## src/rtl/six_step_gate_gen.sv

```systemverilog
`timescale 1ns/1ps
module six_step_gate_gen #(
  parameter int ACC_W  = 24,
  parameter int STEPS  = 72,
  parameter int DB_MAX = 4,
  parameter int DB_W   = 3,
  parameter int DIV_W  = 8
) (
  input  logic             clk,
  input  logic             rst,
  input  logic             en,
  input  logic [ACC_W-1:0] freq_word,
  input  logic [DB_W-1:0]  dead_steps,
  input  logic [DIV_W-1:0] car_div,
  input  logic             inhibit,
  output logic [2:0]       gate_hi,
  output logic [2:0]       gate_lo
);

  localparam int SW    = $clog2(STEPS);
  localparam int HALF  = STEPS / 2;
  localparam int THIRD = STEPS / 3;

  logic [ACC_W-1:0] acc;
  logic [ACC_W:0]   sum;
  logic [SW-1:0]    step;
  logic [SW-1:0]    db;
  logic [DIV_W-1:0] cnt;
  logic             car;
  logic [2:0]       hi_lvl;
  logic [2:0]       lo_lvl;

  assign sum = {1'b0, acc} + {1'b0, freq_word};
  assign db  = (int'(dead_steps) > DB_MAX) ? SW'(DB_MAX) : SW'(dead_steps);

  for (genvar k = 0; k < 3; k++) begin : g_leg
    localparam int LAG = (STEPS - k * THIRD) % STEPS;
    logic [SW:0]   wide;
    logic [SW-1:0] pos;
    assign wide = {1'b0, step} + (SW+1)'(LAG);
    assign pos  = (wide >= (SW+1)'(STEPS)) ? SW'(wide - (SW+1)'(STEPS)) : wide[SW-1:0];
    assign hi_lvl[k] = (pos >= db) && (pos < SW'(HALF));
    assign lo_lvl[k] = pos >= (SW'(HALF) + db);

    assert_leg_exclusive_R3: assert property (@(posedge clk) disable iff (rst)
      !(gate_hi[k] && gate_lo[k]));
    assert_dead_gap_R4: assert property (@(posedge clk) disable iff (rst)
      ($fell(gate_lo[k]) && $past(dead_steps) != '0) |-> !gate_hi[k]);
  end

  always_ff @(posedge clk or posedge rst) begin
    if (rst) begin
      acc     <= '0;
      step    <= '0;
      cnt     <= '0;
      car     <= 1'b0;
      gate_hi <= '0;
      gate_lo <= '0;
    end else begin
      if (cnt >= car_div) begin
        cnt <= '0;
        car <= ~car;
      end else begin
        cnt <= cnt + 1'b1;
      end
      if (!en) begin
        acc     <= '0;
        step    <= '0;
        gate_hi <= '0;
        gate_lo <= '0;
      end else begin
        acc <= sum[ACC_W-1:0];
        if (sum[ACC_W])
          step <= (step == SW'(STEPS - 1)) ? '0 : step + 1'b1;
        gate_hi <= inhibit ? 3'b000 : (hi_lvl & {3{car}});
        gate_lo <= inhibit ? 3'b000 : lo_lvl;
      end
    end
  end

  assert_step_walk_R5: assert property (@(posedge clk) disable iff (rst)
    (step != $past(step)) |-> (step == '0 || step == SW'($past(step) + 1'b1)));

  assert_idle_when_off_R6: assert property (@(posedge clk) disable iff (rst)
    !en |=> (gate_hi == 3'b000 && gate_lo == 3'b000 && step == '0));

  assert_inhibit_blanks_R7: assert property (@(posedge clk) disable iff (rst)
    inhibit |=> (gate_hi == 3'b000 && gate_lo == 3'b000));

endmodule

```

## config.mk

```make
export PLATFORM = sky130hd
export DESIGN_NAME = six_step_gate_gen
export DESIGN_NICKNAME = d
export VERILOG_FILES = /design/src/rtl/six_step_gate_gen.sv
export SDC_FILE = /design/constraint.sdc
export NUM_CORES = 1
export LEC_CHECK = 0
export BUFFER_PORTS_ARGS = -buffer_cell sky130_fd_sc_hd__buf_2
export CORE_AREA = 8 8 131 133
export CTS_BUF_LIST = sky130_fd_sc_hd__clkbuf_16
export DETAILED_ROUTE_END_ITERATION = 8
export DIE_AREA = 0 0 139 141
export HOLD_SLACK_MARGIN = 0.03
export PLACE_DENSITY = 0.5
export SLEW_MARGIN = 5
export SYNTH_ARGS = -nofsm -noshare
export SYNTH_HDL_FRONTEND = slang
export SYNTH_SLANG_ARGS = --single-unit
```

## constraint.sdc

```tcl
create_clock -name clk -period 2.7 [get_ports clk]
set_input_delay 0.135 -clock clk [delete_from_list [all_inputs] [get_ports clk]]
set_output_delay 0.135 -clock clk [all_outputs]
set_load 0.05 [all_outputs]
```

==> impl_results.md, run 1 <==
- Status: complete, no violations
- Clock-pin slew on the worst setup and hold paths: about 70 ps
- Area of the die: approximately 20000 um2
- DP Worst Slack: -62.4 ps
- First-pass GRT wire length: 15600 um
- CP Cell Sequence: ha_4 -> and3_4 -> nand2_2 -> or4_4 -> o21ai_4 -> a311oi_2 -> buf_4 -> or4_1 -> a21oi_2
- Final setup vio count: 0
- Final nets: roughly 580
- Area leader, netlist: dfrtp_1
- Largest net degree at the start of global routing: 27
- Pre-antenna DRT Iters: 4
- Number of hold violations in the final report: 0
- Layout Cells excl Fill: between 600 and 700
- Clock tree buffer depth: 2
- Post-Syn Area: 3720 um2
- Via/cell ratio: ~4.8
- Vias in the first global route: approximately 3300
- Peak supply drop: around 0.29 mV
- Max Cap Viol: 0
- Endpoint type of the worst setup path: flop
- Net Count, Synth: around 520
- Post-synthesis simple-gate area fraction: 0.197
- Crit path arrival time: 2840 ps
- Worst min-delay path class: primary input to flop
- Iter 0 DRT Violations: 171
- CP Data Required Time: between 2000 and 3000 ps
- Final min period: roughly 2600 ps
- Least-Margin Pin Slew: 740 ps
- Cts bufs inserted: 5
- Clock Latency Late Sink: 290 ps
- Die width: around 140 um
- Post-route setup slack: 82.9 ps
- Max_slew headroom: 0.507
- Crit Path Max Fanout: 6
- Post-route clock period utilization: 0.969
- Congestion Overflow GR: 0
- Slack of the worst reg-to-reg path: roughly 83 ps
- Core area: 15000 um2
- Htree depth: 2
- Clock Tree Root: clkbuf_16
- Clock Skew: 2.56 ps
- Syn. warnings: 0
- Fin. max-slew vios: 0
- WL final: approximately 9000 um
- Synth Area in XOR/XNOR: 0.0659
- Post-Synth Adder-Cell Area: 0.180
- Synth Register Bits: 46
- Max Freq: 0.382 GHz
- Clk sinks: 46
- Multiplexer share of the synthesized area: 0.00538
- Largest family of logic cells by synthesized area: compound AO/OA/AOI/OAI gates
- Crit path kind: flop to flop
- Leak pwr: ~2.2 nW
- CP peak stage delay: between 500 and 600 ps
- CTS tree: built
- I/O pin total: 45
- Num rows: 45
- Gate Count Post-Synth: 424
- Synth-to-Final Area Change: 21.3%
- Synth Flop Type: dfrtp_1
- Register area share after synthesis: 0.310
- WL per Instance: 13.7 um
- Util after Layout: 0.301
- Yosys top cell area share: 0.310
- Mean Syn Cell Area: slightly below 9 um2
- Area contributors post-synth: dfrtp_1 (31%), ha_1 (17%), nor2_1 (4.0%)
- Total GRT Usage: 0.0952
- Total number of vias: 3205
- Compound-gate portion of the synthesized area: 0.204
- Height of the die: around 140 um
- DR DRC count: 0
- Initial core utilization: 0.248
- RD Place Congestion: 0.792
- Pwr Density: ~750 nW/um2
- Register Area: 1150 um2
- Layout filler cell count: between 1500 and 2000
- Slowest cell on the critical path: or4_4
- Dpl cells: between 600 and 700
- Antenna violations before repair: 0
- Post-synth EDFFs: 0
- Routed Antenna Nets: 0
- Multi-input logic area: about 2500 um2
- PortBufs: 44
- Layout cells sized above 1: 0.190
- Ys async rst share: 1.00
- Placed wire-length estimate: about 7000 um
- Netlist cell types: 57
- CP startpoint kind: flop
- # diodes: 0
[worst paths after layout]
path | start | endpoint | cells after the start
worst max-delay path | acc[14]$_DFF_PP0_ | step[4]$_DFFE_PP0P_ | 9
worst min-delay path | inhibit | gate_lo[0]$_DFF_PP0_ | 3
worst max register to register | acc[14]$_DFF_PP0_ | step[4]$_DFFE_PP0P_ | 9
worst min register to register | car$_DFFE_PP0N_ | car$_DFFE_PP0N_ | 1
max in group asynchronous | rst | gate_lo[0]$_DFF_PP0_ | 4
min in group asynchronous | rst | acc[1]$_DFF_PP0_ | 3
[power by group]
group	switching [mW]	internal, mW
Sequential	0.134	0.883
Combinational	0.859	0.777
Clock	0.282	0.437
[area by class of cell]
cell class | instances | area share
Clock inverter | 3 | 0.00998
Multi-Input combinational cell | 343 | 0.553
Sequential cell | 46 | 0.255
Clock buffer | 5 | 0.0277
Timing Repair Buffer | 64 | 0.0821
Tap cell | 188 | 0.0521
Inverter | 24 | 0.0200
[through the flow]
step	power [mW]	cell area [um2]	hold WS (ps)	TNS (ps)
global placement	2.55	4240	199	0
global route	3.66	4510	191	-8.80
CTS	3.33	4430	172	0
finish	3.37	4510	182	0
detailed placement	2.57	4240	204	-130
floorplan	2.21	3720	282	0
[cell usage in the layout, fill, tap and decap left out, types with 3 or more instances in the layout]
master,synthesis,layout
ha_4,0,3
xor2_1,16,16
ha_1,52,49
clkbuf_16,0,5
nor3_1,8,8
or2_2,5,4
a31oi_1,6,6
o211ai_1,4,4
and2_1,6,6
o21ai_0,19,19
a21o_1,17,17
a22oi_1,3,3
o22ai_1,4,4
buf_2,2,45
nor2_1,40,40
buf_4,0,18
nand2b_1,9,9
or3_1,4,4
o31ai_1,4,4
nor2b_1,7,7
a211oi_1,6,5
nand2_1,29,29
and3_1,5,5
xnor2_1,12,12
a21oi_1,28,26
inv_1,24,23
o21a_1,4,4
nand4_1,3,3
nand3_1,19,19
dfrtp_1,46,46
[state kept, by name, summed over array words and instances (netlist names)]
name and count:
step 7, gate_hi 3, car 1, gate_lo 3, cnt 8, acc 24
[cell usage after synthesis, types with 3 or more instances]
cell and count:
a211oi_1 6, a21o_1 17, a21oi_1 28, a22oi_1 3
a31oi_1 6, and2_1 6, and3_1 5, clkbuf_1 8
dfrtp_1 46, ha_1 52, inv_1 24, nand2_1 29
nand2b_1 9, nand3_1 19, nand4_1 3, nor2_1 40
nor2b_1 7, nor3_1 8, o211ai_1 4, o21a_1 4
o21ai_0 19, o22ai_1 4, o31ai_1 4, or2_2 5
or3_1 4, xnor2_1 12, xor2_1 16
[critical path, delay by kind of cell, from the launching register on]
kind	cells	cell delay [ps]
and+or+nand+nor	4	1260
AOI/OAI and AO/OA	3	420
DFF	1	410
adders and majority gates	1	280
buffers and inverters	1	180
[routing by layer]
metal | GRT usage | up-vias | part of all wire
met2 | 0.161 | 53 | 0.46
met1 | 0.123 | 1507 | 0.49
met4 | 0.0260 | 0 | 0.0096
met3 | 0.0159 | 5 | 0.036
met5 | 0 | - | 0
li1 | - | 1640 | -
[cell families (layout without fill, tap and decap cells)]
kind of cell             count (synthesis)  in the layout
AO/OA/AOI/OAI                          114            114
XOR/XNOR                                28             28
adder cells (fa/ha/maj)                 53             53
buffers and inverters                   35             96
flip-flops                              46             46
multiplexers                             2              2
AND/OR/NAND/NOR                        146            146
[repair_timing]
action	CTS	global route
buffers inserted	0	2
gates resized for setup	2	9
endpoints found under the setup margin	6	7
pin swaps	1	4
endpoints found under the hold margin	20	0
cloned	0	1
hold buffers	1	0
No activity file was read; power rests on OpenSTA's default activity.
==> run 2, diff against run 1 <==
--- a/config.mk
+++ b/config.mk
@@ -12,6 +12,7 @@
 export DIE_AREA = 0 0 139 141
 export HOLD_SLACK_MARGIN = 0.03
 export PLACE_DENSITY = 0.5
+export REMOVE_ABC_BUFFERS = 1
 export SLEW_MARGIN = 5
 export SYNTH_ARGS = -nofsm -noshare
 export SYNTH_HDL_FRONTEND = slang
==> run 2 against run 1 <==
Critical endpoint unchanged; global-route usage fell by 0.35 points; highest routed layer unchanged; worst hold slack got worse by 97 ps; clock skew rose by 5.7 ps; via count barely moved; flip-flop and latch count did not move; register-to-register slack improved by 60 ps; sequential share of layout area rose by 0.19 points.
==> impl_results.md, run 2 (synthesized netlist as in run 1, its figures left out) <==
- Hold_buf cts: 0 (-1)
- Number of hold violations in the final report: 0 (unchanged)
- First-pass GRT wire length: 15100 um (-3.6%)
- CTS tree: built
- Max_slew headroom: 0.326 (-0.181)
- GR Layer Usage met3: 0.00912 (-0.00675)
- DP Worst Slack: -24.2 ps (+38.2 ps)
- Buffers & Inverters on Critical Path: 1 (unchanged)
- Worst r2r src: acc[14]$_DFF_PP0_
- Most Crowded Layer GR: met2
- Reg2Reg Depth: 9 (unchanged)
- Total number of vias: 3204 (-0.031%)
- DR DRC count: 0 (unchanged)
- Slowest cell on the critical path: or4_4
- Crit path arrival time: 2770 ps (-70 ps)
- Crit path kind: flop to flop
- Clock Tree Root: clkbuf_16
- Endpoint type of the worst setup path: flop
- Commonest non-fill, non-tap cell in the layout: ha_1
- Initial core utilization: 0.248 (unchanged)
- Worst reg2reg endpoint: step[4]$_DFFE_PP0P_
- CP Cell Sequence: ha_1 -> and3_4 -> nand2_2 -> or4_4 -> o21ai_4 -> a311oi_2 -> buf_4 -> or4_4 -> a21oi_2
- RSZ-0062 raised after global routing: false
- CP Data Required Time: 2910 ps (about the same)
- Antenna violations before repair: 0 (unchanged)
- Die width: 139 um (unchanged)
- RD Place Congestion: 0.805 (+1.6%)
- Via/cell ratio: 4.77 (+0.12%)
- Capture point of the worst path: step[4]$_DFFE_PP0P_
- # diodes: 0 (unchanged)
- Htree depth: 2 (unchanged)
- WHS: 85.0 ps (-96.9 ps)
- Height of the die: 141 um (unchanged)
- Pre-antenna DRT Iters: 4 (unchanged)
- Cts bufs inserted: 5 (unchanged)
- Layout filler cell count: 1590 (unchanged)
- Vias in the first global route: 3191 (-2.7%)
- M1 GR Usage: 0.109 (-0.0136)
- Congestion Overflow GR: 0 (unchanged)
- Fin. max-slew vios: 0 (unchanged)
- Total GRT Usage: 0.0918 (-0.00345)
- Post-route clock period utilization: 0.947 (-0.0219)
- Worst min-delay path class: primary input to async pin
- Most flops, register: acc
- Final nets: 575 (-0.17%)
- Max Cap Viol: 0 (unchanged)
- CP peak stage delay: 480 ps (-50 ps)
- PortBufs: 44 (unchanged)
- Most used cell, CP: or4_4
- Layout cells sized above 1: 0.194 (+0.00452)
- Critical path startpoint: acc[14]$_DFF_PP0_
- Commonest non-fill, non-tap cells in the layout: ha_1 (48), dfrtp_1 (46), buf_2 (44)
- Num rows: 45 (unchanged)
- Clk sinks: 46 (unchanged)
- Peak supply drop: 0.267 mV (-6.8%)
- Pwr Density: 731 nW/um2 (-2.2%)
- Clock Skew: 8.25 ps (+5.69 ps)
- CP top delay family: simple AND/OR/NAND/NOR gates
- Clock tree buffer depth: 2 (unchanged)
- CP startpoint kind: flop
- Routed Antenna Nets: 0 (unchanged)
- Synth-to-Final Area Change: 20.4%
- Core area: 15000 um2 (unchanged)
- Area of the die: 19600 um2 (unchanged)
- Max FFs per register: 24 (unchanged)
- Slack of the worst reg-to-reg path: 140 ps (+60 ps)
- Largest net degree at the start of global routing: 47 (+74%)
- Util after Layout: 0.299 (-0.00226)
- GR Util met2: 0.165 (+0.00389)
- Placed wire-length estimate: 6870 um (-2.7%)
- Leak pwr: 2.14 nW (-0.53%)
- Final setup vio count: 0 (unchanged)
- Worst path depth: 9 (unchanged)
- WL final: 9050 um (-1.7%)
- Clock-pin slew on the worst setup and hold paths: 70 ps (about the same)
- Status: complete, no violations
- Top flop regs: acc x24, cnt x8, step x7
- Iter 0 DRT Violations: 166 (-2.9%)
- Clock Latency Late Sink: 290 ps (about the same)
- Pwr Total: 3.27 mW (-2.9%)
- WL per Instance: 13.5 um (-1.6%)
- Max Freq: 0.391 GHz (+2.3%)
- Crit Path Max Fanout: 7 (+1)
- Post-route setup slack: 142 ps (+59.2 ps)
- I/O pin total: 45 (unchanged)
- Least-Margin Pin Slew: 1010 ps (+270 ps)
- Final min period: 2560 ps (-59.2 ps)
-- run 2: area by class of cell --
cell class,instances,area (um2),area share
multi-input combinational,343,2500,0.558
inverter,24,90.1,0.0201
timing repair buffer,63,363,0.0810
clock buffer,5,125,0.0279
tap,188,235,0.0525
clock inverter,3,16.3,0.00363
sequential,46,1150,0.257
-- run 2: how the worst min path moves through the flow --
stage	start	to	slack (ps)	cells past startpoint
CTS	rst	acc[7]$_DFF_PP0_	130	2
detailed placement	rst	acc[7]$_DFF_PP0_	450	2
global placement	rst	acc[8]$_DFF_PP0_	450	2
floorplan	en	acc[0]$_DFF_PP0_	260	1
global route	inhibit	gate_lo[0]$_DFF_PP0_	170	3
finish	rst	acc[7]$_DFF_PP0_	90	2
-- run 2: routing by layer --
layer,vias up,share of wire
met5,-,0
met4,0,0.017
met3,8,0.015
met2,42,0.50
met1,1520,0.46
li1,1634,-
-- run 2: worst reg2reg max path: stages (launching register included) --
cell and delay, ps:
dfrtp_1 380, ha_1 300, and3_4 200, nand2_2 70
or4_4 440, o21ai_4 180, a311oi_2 120, buf_4 180
or4_4 480, a21oi_2 130
-- run 2: timing repair --
action	4_1_cts	5_1_grt
cloned	0	1
pin swaps	0	6
setup endpoints to repair	5	7
hold endpoints to repair	0	0
buffers inserted	0	1
gates resized for setup	1	14
-- run 2: metrics by stage --
stage               cell area (um2)  setup TNS [ps]  std cells
floorplan                      3670               0        413
global placement               4250               0        662
detailed placement             4250           -40.4        662
CTS                            4400               0        670
global route                   4480               0        672
finish                         4480               0        672
-- run 2: report_power, final --
part	switching [mW]	internal (mW)
Sequential	0.133	0.883
Combinational	0.866	0.781
Clock	0.271	0.339
Total	1.27	2.00
